## src/rtl/posit_cvt_pkg.sv

```systemverilog
package posit_cvt_pkg;
  typedef enum logic [1:0] {
    RND_KEEP,
    RND_INC,
    RND_SAT_MAX,
    RND_SAT_MIN
  } rnd_act_e;
endpackage

```

## src/rtl/posit_widen.sv

```systemverilog
module posit_widen #(
  parameter int unsigned NARROW_W = 16,
  parameter int unsigned WIDE_W   = 32
) (
  input  logic [NARROW_W-1:0] narrow_i,
  output logic [WIDE_W-1:0]   wide_o
);
  localparam int unsigned PAD_W = WIDE_W - NARROW_W;

  assign wide_o = {narrow_i, {PAD_W{1'b0}}};
endmodule

```

## src/rtl/posit_narrow_round.sv

```systemverilog
module posit_narrow_round
  import posit_cvt_pkg::*;
#(
  parameter int unsigned WIDE_W   = 32,
  parameter int unsigned NARROW_W = 16
) (
  input  logic [WIDE_W-1:0]   wide_i,
  output logic [NARROW_W-1:0] narrow_o
);
  localparam int unsigned DROP_W = WIDE_W - NARROW_W;
  localparam logic [WIDE_W-1:0]   STICKY_MASK = {WIDE_W{1'b1}} >> (NARROW_W + 1);
  localparam logic [WIDE_W-1:0]   NAR_W_PAT   = {1'b1, {(WIDE_W-1){1'b0}}};
  localparam logic [NARROW_W-1:0] NAR_N_PAT   = {1'b1, {(NARROW_W-1){1'b0}}};
  localparam logic [NARROW_W-1:0] MAXPOS_N    = {1'b0, {(NARROW_W-1){1'b1}}};
  localparam logic [NARROW_W-1:0] MINPOS_N    = {{(NARROW_W-1){1'b0}}, 1'b1};

  logic                sgn, is_zero, is_nar, guard, sticky, inc;
  logic [WIDE_W-1:0]   mag;
  logic [NARROW_W-1:0] kept, bumped, mag_n;
  rnd_act_e            act;

  assign sgn     = wide_i[WIDE_W-1];
  assign is_zero = (wide_i == '0);
  assign is_nar  = (wide_i == NAR_W_PAT);
  assign mag     = sgn ? ({WIDE_W{1'b0}} - wide_i) : wide_i;

  // kept part includes the (always zero) sign position of the magnitude
  assign kept   = mag[WIDE_W-1:DROP_W];
  assign guard  = mag[DROP_W-1];
  assign sticky = |(mag & STICKY_MASK);
  assign inc    = guard & (sticky | kept[0]);
  assign bumped = kept + {{(NARROW_W-1){1'b0}}, inc};

  always_comb begin
    if (kept == MAXPOS_N && inc) act = RND_SAT_MAX;
    else if (bumped == '0)       act = RND_SAT_MIN;
    else if (inc)                act = RND_INC;
    else                         act = RND_KEEP;
  end

  always_comb begin
    unique case (act)
      RND_SAT_MAX: mag_n = MAXPOS_N;
      RND_SAT_MIN: mag_n = MINPOS_N;
      RND_INC:     mag_n = bumped;
      default:     mag_n = kept;
    endcase
  end

  always_comb begin
    if (is_zero)     narrow_o = '0;
    else if (is_nar) narrow_o = NAR_N_PAT;
    else if (sgn)    narrow_o = {NARROW_W{1'b0}} - mag_n;
    else             narrow_o = mag_n;
  end
endmodule

```

## src/rtl/posit_prec_cvt.sv

```systemverilog
module posit_prec_cvt #(
  parameter int unsigned WIDE_W   = 32,
  parameter int unsigned NARROW_W = 16
) (
  input  logic                clk_i,
  input  logic                rst_ni,
  input  logic [NARROW_W-1:0] narrow_in_i,
  output logic [WIDE_W-1:0]   wide_o,
  input  logic [WIDE_W-1:0]   wide_in_i,
  input  logic                valid_i,
  output logic [NARROW_W-1:0] narrow_o,
  output logic                valid_o
);
  localparam int unsigned PAD_W = WIDE_W - NARROW_W;
  localparam logic [WIDE_W-1:0]   NAR_W_PAT = {1'b1, {(WIDE_W-1){1'b0}}};
  localparam logic [NARROW_W-1:0] NAR_N_PAT = {1'b1, {(NARROW_W-1){1'b0}}};

  logic [NARROW_W-1:0] rounded;

  posit_widen #(.NARROW_W(NARROW_W), .WIDE_W(WIDE_W)) u_widen (
    .narrow_i (narrow_in_i),
    .wide_o   (wide_o)
  );

  posit_narrow_round #(.WIDE_W(WIDE_W), .NARROW_W(NARROW_W)) u_round (
    .wide_i   (wide_in_i),
    .narrow_o (rounded)
  );

  always_ff @(posedge clk_i or negedge rst_ni) begin
    if (!rst_ni) begin
      valid_o  <= 1'b0;
      narrow_o <= '0;
    end else begin
      valid_o <= valid_i;
      if (valid_i) narrow_o <= rounded;
    end
  end

  AST_WIDEN_PAD: assert property (@(posedge clk_i) disable iff (!rst_ni)
    wide_o[WIDE_W-1 -: NARROW_W] == narrow_in_i && wide_o[PAD_W-1:0] == '0);
  AST_VALID_LAT: assert property (@(posedge clk_i) disable iff (!rst_ni)
    valid_i |=> valid_o);
  AST_IDLE_LAT: assert property (@(posedge clk_i) disable iff (!rst_ni)
    !valid_i |=> !valid_o);
  AST_SIGN_KEPT: assert property (@(posedge clk_i) disable iff (!rst_ni)
    valid_i && wide_in_i != '0 |=> narrow_o[NARROW_W-1] == $past(wide_in_i[WIDE_W-1]));
  AST_NO_OVERFLOW: assert property (@(posedge clk_i) disable iff (!rst_ni)
    valid_i && wide_in_i != NAR_W_PAT |=> narrow_o != NAR_N_PAT);
  AST_NO_UNDERFLOW: assert property (@(posedge clk_i) disable iff (!rst_ni)
    valid_i && wide_in_i != '0 |=> narrow_o != '0);
  AST_ZERO_NARROW: assert property (@(posedge clk_i) disable iff (!rst_ni)
    valid_i && wide_in_i == '0 |=> narrow_o == '0);
  AST_NAR_NARROW: assert property (@(posedge clk_i) disable iff (!rst_ni)
    valid_i && wide_in_i == NAR_W_PAT |=> narrow_o == NAR_N_PAT);
  AST_NAR_WIDEN: assert property (@(posedge clk_i) disable iff (!rst_ni)
    narrow_in_i == NAR_N_PAT |-> wide_o == NAR_W_PAT);
endmodule

```

## config.mk

```make
export PLATFORM = sky130hd
export DESIGN_NAME = posit_prec_cvt
export DESIGN_NICKNAME = d
export VERILOG_FILES = /design/src/rtl/posit_cvt_pkg.sv /design/src/rtl/posit_widen.sv /design/src/rtl/posit_narrow_round.sv /design/src/rtl/posit_prec_cvt.sv
export SDC_FILE = /design/constraint.sdc
export NUM_CORES = 1
export LEC_CHECK = 0
export BUFFER_PORTS_ARGS = -buffer_cell sky130_fd_sc_hd__clkbuf_2
export CELL_PAD_IN_SITES_DETAIL_PLACEMENT = 0
export CELL_PAD_IN_SITES_GLOBAL_PLACEMENT = 1
export CORE_AREA = 2 2 100 92
export DETAILED_ROUTE_END_ITERATION = 8
export DIE_AREA = 0 0 102 94
export HOLD_SLACK_MARGIN = 0.08
export PLACE_DENSITY = 0.91
export SLEW_MARGIN = 20
export SYNTH_ARGS = -nofsm -noshare
export SYNTH_HDL_FRONTEND = slang
export SYNTH_HIERARCHICAL = 1
export SYNTH_SLANG_ARGS = --single-unit
export TNS_END_PERCENT = 50
```

## constraint.sdc

```tcl
create_clock -name clk_i -period 1.9 [get_ports clk_i]
set_input_delay 0.38 -clock clk_i [delete_from_list [all_inputs] [get_ports clk_i]]
set_output_delay 0.38 -clock clk_i [all_outputs]
set_load 0.02 [all_outputs]
```

**After elaboration in Yosys (flattened, before gate mapping)**

Cells that the tools add are included.

- Register bits: 17
- Bits of input ports: 51
- Output and inout port bits: 49
- Logic and storage cells: 24

- $add $sub $neg: 3
- Eq/ne operators: 5
- Multiplexer cells: 8
- Bitwise logic cells: 2
- Reduce and logical (&&, ||, !) cells: 4

Operator list:

| operator | count |
|---|---|
| two-way mux 16 bit | 3 |
| case mux 16 bit (3 select lines) | 1 |
| equality test 32 bit (second input constant) | 1 |
| zero test 32 bit | 1 |
| two-way mux 32 bit | 1 |
| subtractor 1 x 32 -> 32 bit (first input constant) | 1 |
| adder 16 x 1 -> 16 bit | 1 |
| equality test 16 x 15 -> 1 bit (second input constant) | 1 |
| zero test 16 bit | 1 |
| subtractor 1 x 16 -> 16 bit (first input constant) | 1 |
| OR reduction 15 bit | 1 |
| equality test 2 bit (second input constant) | 2 |
| two-way mux 2 bit | 2 |
| equality test 2 x 1 -> 1 bit (second input constant) | 1 |
| AND 1 bit | 1 |
| logical AND 1 bit | 1 |
| two-way mux 1 bit | 1 |
| OR 1 bit | 1 |

**Depth between registers and ports, before layout**

Gate-level depths: netlist (run 1).

- Word-level depth: 15
- Mapped depth: 26
- Depth with buffers taken out: 24

**Cells and area by module**

Netlist (run 1), hierarchy kept.

Modules (own cells, without submodules):

| module | instances | cells each | area an instance (sq um) |
|---|---|---|---|
| posit_narrow_round | 1 | 393 | 2502.4 |
| posit_prec_cvt | 1 | 35 | 674.4 |
| posit_widen | 1 | 33 | 244.0 |

**Worst setup path after synthesis (run 1)**

No wires, ideal clock.

- Kind: input -> register
- Start point: in wide_in_i[0]
- End point: reg narrow_o[10]
- Data arrival time: 5657 ps
- Required time: 1775 ps
- Slack: -3882 ps
- Cell stages on the path: 26
- Buffers on the path: 2
- Path through: inv_1 > ha_1 > clkbuf_1 > or3b_2 > o41ai_2 > xnor2_1 > o21ai_2 > inv_1 > ha_1 > clkbuf_1 > xor2_1 > or4_1 > o32ai_1 > a21oi_1 > mux2_2 > a2111oi_2 > nand3_2 > o21bai_2 > mux2_2 > ha_1 > nand3_1 > mux2i_1 > a31oi_1 > xor2_1 > nor2_1 > mux2_4

- Cells in the longest elaborated chain, start to end: 15
- Elaborated cells between the ends (all ways): 22

Ends and longest elaborated chain:

| element | RTL line | text |
|---|---|---|
| from (decl) | posit_prec_cvt.sv:9 | `input logic [WIDE_W-1:0] wide_in_i,` |
| subtractor 1 x 32 -> 32 bit | posit_narrow_round.sv:25 | `assign mag = sgn ? ({WIDE_W{1'b0}} - wide_i) : wide_i;` |
| two-way mux 32 bit | posit_narrow_round.sv:25 |  |
| OR reduction 15 bit | posit_narrow_round.sv:30 | `assign sticky = \|(mag & STICKY_MASK);` |
| OR 1 bit | posit_narrow_round.sv:31 | `assign inc = guard & (sticky \| kept[0]);` |
| AND 1 bit | posit_narrow_round.sv:31 |  |
| adder 16 x 1 -> 16 bit | posit_narrow_round.sv:32 | `assign bumped = kept + {{(NARROW_W-1){1'b0}}, inc};` |
| zero test 16 bit | posit_narrow_round.sv:36 | `else if (bumped == '0) act = RND_SAT_MIN;` |
| two-way mux 2 bit | posit_narrow_round.sv:36 |  |
| two-way mux 2 bit | posit_narrow_round.sv:35 | `if (kept == MAXPOS_N && inc) act = RND_SAT_MAX;` |
| equality test 2 x 1 -> 1 bit / equality test 2 bit (equally long branches) | posit_narrow_round.sv:42 | `unique case (act)` |
| case mux 16 bit (3 select lines) | posit_narrow_round.sv:42 |  |
| subtractor 1 x 16 -> 16 bit | posit_narrow_round.sv:53 | `else if (sgn) narrow_o = {NARROW_W{1'b0}} - mag_n;` |
| two-way mux 16 bit | posit_narrow_round.sv:53 |  |
| two-way mux 16 bit | posit_narrow_round.sv:52 | `else if (is_nar) narrow_o = NAR_N_PAT;` |
| two-way mux 16 bit (*) | posit_narrow_round.sv:51 | `if (is_zero) narrow_o = '0;` |
| named net rounded[10] | posit_prec_cvt.sv:18 | `logic [NARROW_W-1:0] rounded;` |
| to (signal assigned) | posit_prec_cvt.sv:36 | `if (valid_i) narrow_o <= rounded;` |
| to (decl) | posit_prec_cvt.sv:11 | `output logic [NARROW_W-1:0] narrow_o,` |

Mark *: on every way through the listed nets, which the timed path passes. The rest lies on a longest branch.
A chain may end at the register's enable or synchronous reset.

**Worst setup path after layout (run 1)**

- Start point: in wide_in_i[4]
- End point: reg narrow_o[10]

The elaborated chain is that of the path after synthesis.

==> impl_summary.txt, run 1 <==
----------------------------------------------------
[Run status]
  Result of the run ... finished with violations
  Violations in the final reports ... setup timing

[Critical path]
  Reg2reg path depth ... 1
  Reg2Reg Setup Slack ... 1.12 ns
  Source of the worst register-to-register timing path ... narrow_o[6]
  Most used cell, CP ... mux2_4
  Element type at the critical path start ... input port
  Endpoint of the worst register-to-register path ... narrow_o[6]
  List of cells traversed by the critical path ... clkbuf_2, or4_1, nor2_1, a21oi_1, xnor2_1, inv_1, ha_4, xor2_2, or4_1, o32ai_2, a21oi_1, mux2_4, a2111oi_4, nand3_2, o21bai_4, mux2_4, ha_4, nand3_4, mux2i_4, a31oi_2, xor2_1, nor2_1, mux2_4
  Biggest cell delay along the critical path ... 0.56 ns
  Endpoint arrival time on the critical path ... 4.97 ns
  Slowest stage cell, crit path ... or4_1
  CP max FO ... 6
  Worst Path Class, Setup ... input port to flop
  Required time reported for the critical path endpoint ... 2.04 ns
  Worst Setup End Kind ... flop

[Timing]
  Final hold viol count ... 0
  Final Setup Violations ... 16
  Unrepaired setup endpoints after global routing ... yes
  Max Transition Viols Final ... 0
  Final TNS setup ... -43.37 ns
  Clock period minus worst slack ... 4.826 ns
  Actual transition at the worst max-transition pin ... 0.6351 ns
  Highest attainable clock frequency ... 0.2072 GHz
  Slew HR ... 57.40%
  Post-route fraction of the period consumed by the critical path ... 254.0%
  Skew final ... 0 ns
  Min setup slack post-route ... -2.926 ns

[Detailed routing]
  Number of iterations in the first detailed-routing pass ... 5
  Per-cell routed wire length ... 16.45 um
  DR DRC count ... 0
  Number of DRC violations after detailed-routing iteration 0 ... 419
  Number of vias in the routed layout ... 4,481
  Post-route ant nets ... 0
  Aggregate routed wire length ... 13.10 mm
  Per-cell via count in the routed design ... 5.629

[Clock network]
  Source-to-sink clock delay at the later pin of the worst-skew pair ... 0.25 ns
  Clock sink count ... 17
  Maximum count of clock buffers along a single path ... 2
  CTS Buf Count ... 3
  CTS tree ... built
  Clock-pin transition on the worst setup and hold timing paths ... 0.07 ns
  Clock root cell ... clkbuf_8
  Number of H-tree branching levels ... 1

[GRT]
  Remaining global-route overflow ... 0
  Wire length of the first global-routing pass ... 21.13 mm
  Aggregate global-route resource usage ... 27.31%
  Maximum number of pins on one net before global-route repair ... 21
  Antenna violations before repair ... 0
  Via count of the first global-routing pass ... 4,483

[Hold path]
  Hold WC Path Type ... flop to flop
  Cell count of the worst hold path ... 1
  Beginning of the worst hold path ... narrow_o[9]
  Destination of the worst hold path ... narrow_o[9]

[Power and ir drop]
  Static leakage ... 2.469 nW
  Total power per unit cell area ... 417.5 mW/mm^2
  Worst-case vdd ir drop ... 0.2369 mV

[Synthesis]
  Sequential element share of the synthesized area ... 12.44%
  Cell type with the highest aggregate area in the netlist ... dfrtp_1
  Dominant register cell in the synthesized netlist ... dfrtp_1
  Gate Count Post-Synth ... 461
  Number of enable-type register cells in the synthesized netlist ... 0
  Area contributors post-synth ... dfrtp_1 (12%), buf_4 (7.0%), nor2_1 (5.9%), xnor2_1 (5.4%), mux2_4 (4.4%)
  Post-synthesis area per instance ... 7.420 um^2
  Number of storage elements in the synthesis netlist ... 17
  Netlist area before placement ... 0.003421 mm^2
  Area share of the largest cell type after synthesis ... 12.44%
  Number of library cell types mapped by synthesis ... 82
  Async SR Flop Fraction ... 100.0%
  Yosys synthesis warning count ... 6

[Place]
  Number of buffers added on ports ... 51
  Cell Area, Placed ... 0.004951 mm^2
  GP Congestion ... 0.9612
  Half-perimeter wire length after detailed placement ... 10.10 mm

[Die]
  Chip height ... 94 um
  Area of the core ... 0.008488 mm^2
  Cell row count ... 32
  Initial Util ... 40.30%
  Horizontal die dimension ... 102 um
  Area of the die ... 0.009588 mm^2
  Top-level port count ... 100

[Finish]
  Fin nets ... 732
  Count of inserted antenna diode cells ... 0
  Share of final-layout standard cells stronger than drive strength 1 ... 49.34%
  Area of all placed cells without fillers ... 0.005378 mm^2
  Layout overhead on the synthesized area ... 57.21%

[Job]
  Max-cap violation count ... 0

----------------------------------------------------
-- synthesized netlist by cell type (8+ instances only) --
library cell,count
clkbuf_1,19
mux2i_1,12
mux2_2,10
dfrtp_1,17
nor4_1,15
inv_1,13
nand2_1,29
mux2_4,10
nor2_1,54
nor3_1,20
o31ai_1,8
a21oi_1,18
buf_4,32
nand3_1,17
o21ai_0,12
a31oi_1,9
xnor2_1,21
xor2_1,14
-- power by group --
| group | switching, W | leakage, nW | internal (W) | total, W |
|---|---|---|---|---|
| clock | 0.000129 | 0.0228 | 0.000149 | 0.000278 |
| combinational | 0.000751 | 2.25 | 0.000734 | 0.00149 |
| sequential | 0.0000442 | 0.199 | 0.000437 | 0.000482 |
| total | 0.000924 | 2.47 | 0.00132 | 0.00225 |
-- sequential cells by signal (all words and copies together), names as in the netlist --
signal    cells
narrow_o     16
valid_o       1
-- worst max-delay path by stage --
stage	startpoint	depth (start not counted)	to
final	wide_in_i[4]	23	narrow_o[10]
after global routing	wide_in_i[13]	23	narrow_o[12]
after global placement	wide_in_i[13]	23	narrow_o[10]
after floorplan	wide_in_i[7]	25	narrow_o[10]
after CTS	wide_in_i[0]	25	narrow_o[14]
after detailed placement	wide_in_i[13]	23	narrow_o[8]
-- worst max-delay path, delay by kind of cell --
family	cells	cell delay (ns)
AO/OA/AOI/OAI	6	0.98
adder cells (fa/ha/maj)	2	0.37
multiplexers	4	0.99
buffers and inverters	2	0.23
XOR/XNOR	3	0.55
AND/OR/NAND/NOR	6	1.48
-- layer usage --
metal  track usage, %  up-vias  part of all wire (%)
met5                0        -                     0
met1            36.55     2128                    41
li1                 -     2097                     -
met2            46.27      223                    48
met4            6.556        0                   2.2
met3            3.720       33                   9.0
-- final cells by class --
| cell class | instances | area, um^2 |
|---|---|---|
| timing repair buffer | 257 | 1810 |
| sequential | 17 | 425.4 |
| tap | 119 | 148.9 |
| clock buffer | 4 | 45.04 |
| inverter | 13 | 48.80 |
| fill | 693 | 3110 |
| multi-input combinational | 386 | 2899 |
-- through the flow --
stage	power (W)	worst slack [ns]	std cells	util, %	hold WS [ns]
after global routing	0.002368	-3.139	796	63.36	0.5296
final	0.002245	-2.926	796	63.36	0.5089
after CTS	0.002171	-2.929	792	61.94	0.5146
after detailed placement	0.001802	-3.332	766	58.33	0.3358
after global placement	0.001753	-3.136	766	58.33	0.3174
after floorplan	0.001299	-3.366	476	-	0.08441
-- cells in the final DEF, fill, tap and decap left out, types with 8 or more instances in the layout --
| cell type | netlist | routed |
|---|---|---|
| mux2_4 | 10 | 13 |
| nor3_1 | 20 | 20 |
| inv_1 | 13 | 10 |
| xor2_1 | 14 | 13 |
| mux2i_1 | 12 | 11 |
| nand3_1 | 17 | 15 |
| nor4_1 | 15 | 14 |
| buf_4 | 32 | 205 |
| clkbuf_2 | 0 | 50 |
| o31ai_1 | 8 | 8 |
| dfrtp_1 | 17 | 17 |
| nor2_1 | 54 | 50 |
| a21oi_1 | 18 | 16 |
| conb_1 | 1 | 16 |
| o21ai_0 | 12 | 12 |
| xnor2_1 | 21 | 18 |
| nand2_1 | 29 | 29 |
-- timing repair --
action                                 4_1_cts  5_1_grt
resized for setup                           20       16
buffers inserted                            21        4
hold buffers                                 1        0
setup endpoints to repair                   16       16
pin swaps                                   14       11
endpoints found under the hold margin       17        0
-- kinds of logic (layout without fill, tap and decap cells) --
kind of cell | Yosys count | after routing | synth area share, %
adder cells (fa/ha/maj) | 3 | 3 | 1.097
XOR/XNOR | 35 | 35 | 8.961
AO/OA/AOI/OAI | 105 | 105 | 23.01
multiplexers | 32 | 32 | 11.19
buffers and inverters | 73 | 274 | 12.55
AND/OR/NAND/NOR | 195 | 195 | 30.65
flip-flops | 17 | 17 | 12.44
other | 1 | 16 | 0.1096
Note: power is estimated with default switching activity, not from simulation.
==> inputs of run 2 (changes only) <==
--- a/config.mk
+++ b/config.mk
@@ -7,12 +7,13 @@
 export LEC_CHECK = 0
 export BUFFER_PORTS_ARGS = -buffer_cell sky130_fd_sc_hd__clkbuf_2
 export CELL_PAD_IN_SITES_DETAIL_PLACEMENT = 0
-export CELL_PAD_IN_SITES_GLOBAL_PLACEMENT = 1
-export CORE_AREA = 2 2 100 92
+export CELL_PAD_IN_SITES_GLOBAL_PLACEMENT = 2
+export CORE_AREA = 2 2 112 104
 export DETAILED_ROUTE_END_ITERATION = 8
-export DIE_AREA = 0 0 102 94
+export DIE_AREA = 0 0 114 106
 export HOLD_SLACK_MARGIN = 0.08
-export PLACE_DENSITY = 0.91
+export PLACE_DENSITY = 0.92
+export SETUP_SLACK_MARGIN = 0.15
 export SLEW_MARGIN = 20
 export SYNTH_ARGS = -nofsm -noshare
 export SYNTH_HDL_FRONTEND = slang
==> impl_summary.txt, run 2 (synthesized netlist as in run 1, its figures left out) <==
----------------------------------------------------
[Run status]
  Result of the run ... finished with violations
  Violations in the final reports ... setup timing

[Clock network]
  Source-to-sink clock delay at the later pin of the worst-skew pair ... 0.24 ns (about the same)
  Clock root cell ... clkbuf_16
  Clock-pin transition on the worst setup and hold timing paths ... 0.05 ns (-0.02 ns)
  CTS Buf Count ... 3 (unchanged)
  Clock sink count ... 17 (unchanged)
  Number of H-tree branching levels ... 1 (unchanged)
  CTS tree ... built
  Maximum count of clock buffers along a single path ... 2 (unchanged)

[Finish]
  Number of standard cells in the layout, taps in and fillers out ... 803 (+0.88%)
  Most common cell after layout, fill and taps aside ... buf_4
  Fin nets ... 722 (-1.4%)
  Share of final-layout standard cells stronger than drive strength 1 ... 47.68% (-1.7 points)
  Count of inserted antenna diode cells ... 0 (unchanged)
  Final standard cell utilization of the core ... 48.24% (-15 points)
  Register with the highest flop count ... narrow_o
  Area of the multi-input gates ... 0.002853 mm^2 (-1.6%)
  Top library cells by usage in the layout, fill and taps aside ... buf_4 (194), clkbuf_2 (50), nor2_1 (50)
  FF+latch area ... 425.4 um^2 (unchanged)
  Layout overhead on the synthesized area ... 55.38%
  Largest registers ... narrow_o: 16 flops, valid_o: 1 flops
  Final-layout fill cell count ... 1,057 (+53%)
  Largest register FFs ... 16 (unchanged)

[Timing]
  Final Setup Violations ... 16 (unchanged)
  Min setup slack post-route ... -2.927 ns (-0.0007500 ns)
  Max Transition Viols Final ... 0 (unchanged)
  Slew HR ... 64.22% (+6.8 points)
  Highest attainable clock frequency ... 0.2072 GHz (about the same)
  Clock period minus worst slack ... 4.827 ns (+0.0007500 ns)
  Actual transition at the worst max-transition pin ... 0.5367 ns (-0.09838 ns)
  Final hold viol count ... 0 (unchanged)
  Skew final ... 0 ns (unchanged)
  Unrepaired setup endpoints after global routing ... yes
  Post-route fraction of the period consumed by the critical path ... 254.1% (about the same)

[Power and ir drop]
  Net switching fraction of the power ... 38.56% (-2.6 points)
  Static leakage ... 2.412 nW (-2.3%)
  Proportion of power drawn by combinational gates ... 61.2% (-5.0 points)
  Relative contribution of sequential cells to total power ... 20.9% (-0.5 points)
  Total power per unit cell area ... 434.6 mW/mm^2 (+4.1%)
  Worst-case vdd ir drop ... 0.3672 mV (+55%)
  Clock Power Share ... 17.9% (+5.5 points)
  Sw power ... 0.0008908 W (-3.6%)
  Cell Int Power ... 0.001419 W (+7.5%)

[GRT]
  Antenna violations before repair ... 0 (unchanged)
  Remaining global-route overflow ... 0 (unchanged)
  Aggregate global-route resource usage ... 20.68% (-6.6 points)
  Maximum number of pins on one net before global-route repair ... 39 (+86%)
  Via count of the first global-routing pass ... 4,257 (-5.0%)
  Wire length of the first global-routing pass ... 20.82 mm (-1.5%)

[Die]
  Top-level port count ... 100 (unchanged)
  Area of the die ... 0.01208 mm^2 (+26%)
  Cell row count ... 37 (+16%)
  Area of the core ... 0.01102 mm^2 (+30%)
  Horizontal die dimension ... 114 um (+12%)
  Initial Util ... 31.05% (-9.3 points)
  Chip height ... 106 um (+13%)

[Place]
  Worst setup slack after placement ... -3.253 ns (+0.07875 ns)
  GP Congestion ... 0.9801 (+2.0%)
  Half-perimeter wire length after detailed placement ... 9.955 mm (-1.4%)
  Number of buffers added on ports ... 51 (unchanged)
  Inst Count DP ... 782 (+2.1%)

[Critical path]
  Element type at the critical path start ... input port
  Endpoint arrival time on the critical path ... 4.95 ns (-0.02 ns)
  CP max FO ... 6 (unchanged)
  Required time reported for the critical path endpoint ... 2.03 ns (about the same)
  Worst Path Class, Setup ... input port to flop
  Worst Setup End Kind ... flop

[Job]
  Max-cap violation count ... 0 (unchanged)

[Detailed routing]
  DR DRC count ... 0 (unchanged)
  Number of iterations in the first detailed-routing pass ... 5 (unchanged)
  Per-cell routed wire length ... 15.57 um (-5.4%)
  Number of vias in the routed layout ... 4,312 (-3.8%)
  Post-route ant nets ... 0 (unchanged)
  Per-cell via count in the routed design ... 5.370 (-4.6%)
  Aggregate routed wire length ... 12.50 mm (-4.6%)
  Number of DRC violations after detailed-routing iteration 0 ... 264 (-37%)

[Hold path]
  Hold WC Path Type ... flop to flop

----------------------------------------------------
==> run 2: changes by cell type in the layout (fill, tap and decap cells not counted), moves of 2 or more <==
| cell | previous run | this run |
|---|---|---|
| xnor2_2 | 3 | 1 |
| a31oi_2 | 3 | 1 |
| buf_4 | 205 | 194 |
| clkbuf_16 | 0 | 3 |
| xnor2_1 | 18 | 20 |
| clkbuf_8 | 3 | 0 |
| o21ai_1 | 1 | 3 |
==> run 2: path summary, 6_finish.rpt <==
path	start	cells after the start	endpoint	slack (ns)
max	wide_in_i[13]	23	narrow_o[12]	-2.93
max in group asynchronous	rst_ni	2	narrow_o[15]	0.99
min in group asynchronous	rst_ni	2	narrow_o[3]	0.61
max reg2reg	narrow_o[15]	1	narrow_o[15]	1.09
min reg2reg	narrow_o[13]	1	narrow_o[13]	0.50
min	narrow_o[13]	1	narrow_o[13]	0.50
==> run 2: repair_timing <==
item | 4_1_cts | 5_1_grt
setup buffers | 10 | 6
gates resized for setup | 19 | 10
pin swaps | 8 | 6
gates cloned | 0 | 0
setup endpoints to repair | 16 | 16
hold buffers | 1 | 0
hold endpoints to repair | 17 | 0
==> run 2: cell type report <==
cell class | instances | share of cell area [%]
clock buffers | 4 | 1.483
inverters | 13 | 0.9181
multi-input cells | 386 | 53.67
flip-flops and latches | 17 | 8.004
well taps | 136 | 3.202
repair buffers | 247 | 32.72
==> run 2: per-layer routing <==
| metal | GRT usage [%] | wire length, um | vias to the layer above |
|---|---|---|---|
| li1 | - | - | 2071 |
| met1 | 29.61 | 5710 | 2067 |
| met2 | 34.35 | 5884 | 151 |
| met3 | 1.653 | 673 | 23 |
| met4 | 3.484 | 231 | 0 |
| met5 | 0 | 0 | - |
==> run 2: critical path, stage by stage <==
cell and delay (ns):
buf_6 0.09, or4_4 0.55, o41ai_4 0.47, xnor2_2 0.12, o21ai_2 0.09, inv_2 0.07, ha_4 0.17, xor2_2 0.15
or4_1 0.42, o32ai_2 0.12, a21oi_1 0.10, mux2_4 0.29, a2111oi_4 0.23, nand3_2 0.15, o21bai_4 0.18, mux2_4 0.33
ha_4 0.18, nand3_4 0.06, mux2i_4 0.11, a31oi_2 0.22, xnor2_1 0.14, nor2_1 0.06, mux2_4 0.25
==> run 2: power by group through the flow <==
stage               combinational, W  clock [W]  sequential, W
floorplan                   0.000724          0       0.000575
global placement             0.00128          0       0.000482
detailed placement           0.00131          0       0.000488
CTS                          0.00137   0.000422       0.000483
global route                 0.00152   0.000441       0.000492
finish                       0.00141   0.000412       0.000483
==> run 2: stage by stage <==
stage / TNS, ns / cell area [um^2] / total power [W] / hold WS [ns]
floorplan: -48.99 / 3607 / 0.001299 / 0.08441
global placement: -46.89 / 4965 / 0.001765 / 0.3166
detailed placement: -48.25 / 4965 / 0.001798 / 0.3339
CTS: -43.26 / 5209 / 0.002272 / 0.5064
global route: -45.93 / 5315 / 0.002456 / 0.5248
finish: -43.79 / 5315 / 0.002310 / 0.5019
==> inputs of run 3 (changes only) <==
--- a/config.mk
+++ b/config.mk
@@ -8,11 +8,11 @@
 export BUFFER_PORTS_ARGS = -buffer_cell sky130_fd_sc_hd__clkbuf_2
 export CELL_PAD_IN_SITES_DETAIL_PLACEMENT = 0
 export CELL_PAD_IN_SITES_GLOBAL_PLACEMENT = 2
-export CORE_AREA = 2 2 112 104
+export CORE_AREA = 2 2 122 112
 export DETAILED_ROUTE_END_ITERATION = 8
-export DIE_AREA = 0 0 114 106
+export DIE_AREA = 0 0 124 114
 export HOLD_SLACK_MARGIN = 0.08
-export PLACE_DENSITY = 0.92
+export PLACE_DENSITY = 0.84
 export SETUP_SLACK_MARGIN = 0.15
 export SLEW_MARGIN = 20
 export SYNTH_ARGS = -nofsm -noshare
==> constraint.sdc (replaced) <==
create_clock -name clk_i -period 4.1 [get_ports clk_i]
set_input_delay 0.82 -clock clk_i [delete_from_list [all_inputs] [get_ports clk_i]]
set_output_delay 0.82 -clock clk_i [all_outputs]
set_load 0.02 [all_outputs]
==> impl_summary.txt, run 3 (synthesized netlist as in run 1, its figures left out) <==
----------------------------------------------------
[Run status]
  Result of the run ... finished with violations
  Violations in the final reports ... setup timing

[Detailed routing]
  Per-cell via count in the routed design ... 5.070 (-5.6%)
  Number of DRC violations after detailed-routing iteration 0 ... 277 (+4.9%)
  Aggregate routed wire length ... 12.50 mm (about the same)
  DR DRC count ... 0 (unchanged)
  Number of iterations in the first detailed-routing pass ... 4 (-1)
  Post-route ant nets ... 0 (unchanged)
  Per-cell routed wire length ... 15.04 um (-3.3%)
  Number of vias in the routed layout ... 4,213 (-2.3%)

[Die]
  Area of the die ... 0.01414 mm^2 (+17%)
  Chip height ... 114 um (+7.5%)
  Top-level port count ... 100 (unchanged)
  Initial Util ... 26.29% (-4.8 points)
  Horizontal die dimension ... 124 um (+8.8%)
  Area of the core ... 0.01301 mm^2 (+18%)
  Cell row count ... 40 (+8.1%)

[Critical path]
  Worst Setup End Kind ... flop
  Biggest cell delay along the critical path ... 0.54 ns (about the same)
  List of cells traversed by the critical path ... buf_6, or4_4, o41ai_4, xnor2_2, o21ai_2, inv_2, ha_4, xor2_2, or4_1, o32ai_2, a21oi_2, mux2_4, a2111oi_4, nand3_2, o21bai_4, mux2_4, ha_4, nand3_4, mux2i_4, a41oi_2, xnor2_1, nor2_1, mux2_4
  Reg2Reg Setup Slack ... 3.33 ns (+2.24 ns)
  Reg2reg path depth ... 1 (unchanged)
  Element type at the critical path start ... input port
  Endpoint of the worst register-to-register path ... narrow_o[10]
  Kind of cell adding the most delay to the critical path ... compound AO/OA/AOI/OAI gates
  Buffers and inverters on the worst path ... 2 (unchanged)
  Endpoint arrival time on the critical path ... 5.44 ns (+0.49 ns)
  Required time reported for the critical path endpoint ... 4.23 ns (+2.20 ns)
  Slowest stage cell, crit path ... or4_4
  Source of the worst register-to-register timing path ... narrow_o[10]
  Worst Path Class, Setup ... input port to flop
  Most used cell, CP ... mux2_4
  CP max FO ... 6 (unchanged)

[Finish]
  Most common cell after layout, fill and taps aside ... buf_4
  Final standard cell utilization of the core ... 41.20% (-7.0 points)
  Share of final-layout standard cells stronger than drive strength 1 ... 47.96% (+0.29 points)
  Top library cells by usage in the layout, fill and taps aside ... buf_4 (190), clkbuf_2 (50), nor2_1 (49)
  Fin nets ... 718 (-0.55%)
  Count of inserted antenna diode cells ... 0 (unchanged)
  Register with the highest flop count ... narrow_o
  Area of the multi-input gates ... 0.002879 mm^2 (+0.92%)
  Largest registers ... narrow_o: 16 flops, valid_o: 1 flops
  FF+latch area ... 425.4 um^2 (unchanged)
  Layout overhead on the synthesized area ... 56.73%
  Largest register FFs ... 16 (unchanged)
  Number of standard cells in the layout, taps in and fillers out ... 831 (+3.5%)
  Final-layout fill cell count ... 1,276 (+21%)

[Timing]
  Max Transition Viols Final ... 0 (unchanged)
  Post-route fraction of the period consumed by the critical path ... 129.6%
  Unrepaired setup endpoints after global routing ... yes
  Highest attainable clock frequency ... 0.1883 GHz
  Final hold viol count ... 0 (unchanged)
  Slew HR ... 51.38% (-13 points)
  Final Setup Violations ... 16 (unchanged)
  Actual transition at the worst max-transition pin ... 0.7250 ns (+0.1882 ns)
  Skew final ... 0 ns (unchanged)
  Clock period minus worst slack ... 5.312 ns
  Min setup slack post-route ... -1.212 ns (+1.715 ns)

[Clock network]
  Number of H-tree branching levels ... 1 (unchanged)
  Clock sink count ... 17 (unchanged)
  Clock-pin transition on the worst setup and hold timing paths ... 0.05 ns (about the same)
  Maximum count of clock buffers along a single path ... 2 (unchanged)
  Clock root cell ... clkbuf_16
  Source-to-sink clock delay at the later pin of the worst-skew pair ... 0.24 ns (about the same)
  CTS Hold Buffers Added ... 0 (-1)
  CTS Buf Count ... 3 (unchanged)
  CTS tree ... built

[Place]
  Half-perimeter wire length after detailed placement ... 10.24 mm (+2.9%)
  GP Congestion ... 0.9150 (-6.6%)
  Number of buffers added on ports ... 51 (unchanged)
  Worst setup slack after placement ... -1.528 ns (+1.725 ns)
  Inst Count DP ... 813 (+4.0%)

[Power and ir drop]
  Static leakage ... 2.424 nW (+0.47%)
  Worst-case vdd ir drop ... 0.1765 mV (-52%)
  Pwr Total ... 0.001070 W (-54%)
  Total power per unit cell area ... 199.5 mW/mm^2 (-54%)

[GRT]
  Wire length of the first global-routing pass ... 20.36 mm (-2.2%)
  Via count of the first global-routing pass ... 4,097 (-3.8%)
  Maximum number of pins on one net before global-route repair ... 20 (-49%)
  Aggregate global-route resource usage ... 17.69% (-3.0 points)
  Remaining global-route overflow ... 0 (unchanged)
  Antenna violations before repair ... 0 (unchanged)

[Job]
  Max-cap violation count ... 0 (unchanged)

[Hold path]
  Hold WC Path Type ... input port to async pin

----------------------------------------------------
-- run 3: cell count changes in the layout (fill, tap and decap cells not counted), moves of 2 or more --
cell and change:
buf_4 -4, nor2_4 +2, o21ai_1 -2, o21ai_2 +2
-- run 3: how the worst max path moves through the flow --
stage,cells after the start,from,endpoint
after floorplan,25,wide_in_i[7],narrow_o[10]
after global placement,23,wide_in_i[13],narrow_o[10]
after detailed placement,23,wide_in_i[13],narrow_o[10]
after CTS,25,wide_in_i[0],narrow_o[14]
after global routing,23,wide_in_i[13],narrow_o[10]
final,23,wide_in_i[13],narrow_o[14]
-- run 3: per-stage QoR --
stage	hold slack (ns)	setup TNS, ns	instance area (um^2)
after floorplan	0.5244	-20.83	3607
after global placement	0.4943	-18.83	5010
after detailed placement	0.4962	-20.59	5010
after CTS	0.5073	-15.57	5250
after global routing	0.5212	-18.37	5361
final	0.5027	-15.74	5361
-- run 3: cell type report --
cell class,count,share of cell area [%]
Clock buffer,4,1.470
Sequential cell,17,7.935
Multi-Input combinational cell,386,53.70
Tap cell,168,3.921
Timing Repair Buffer,243,32.07
Inverter,13,0.9102
-- run 3: timing repair --
| item | in CTS | in global routing |
|---|---|---|
| pin swaps | 8 | 9 |
| gates resized for setup | 20 | 15 |
| buffers inserted | 10 | 4 |
| endpoints found under the hold margin | 0 | 0 |
| endpoints found under the setup margin | 16 | 16 |
-- run 3: per-layer routing --
layer	share of wire (%)	GRT usage [%]
met1	49	25.68
met2	47	29.45
met3	3.8	1.450
met4	0.47	1.873
met5	0	0
-- run 3: where the power goes --
| part | switching [W] | leakage (nW) | internal (W) |
|---|---|---|---|
| logic | 0.000333 | 2.19 | 0.000323 |
| clock network | 0.0000585 | 0.0382 | 0.000132 |
| registers | 0.0000203 | 0.199 | 0.000203 |
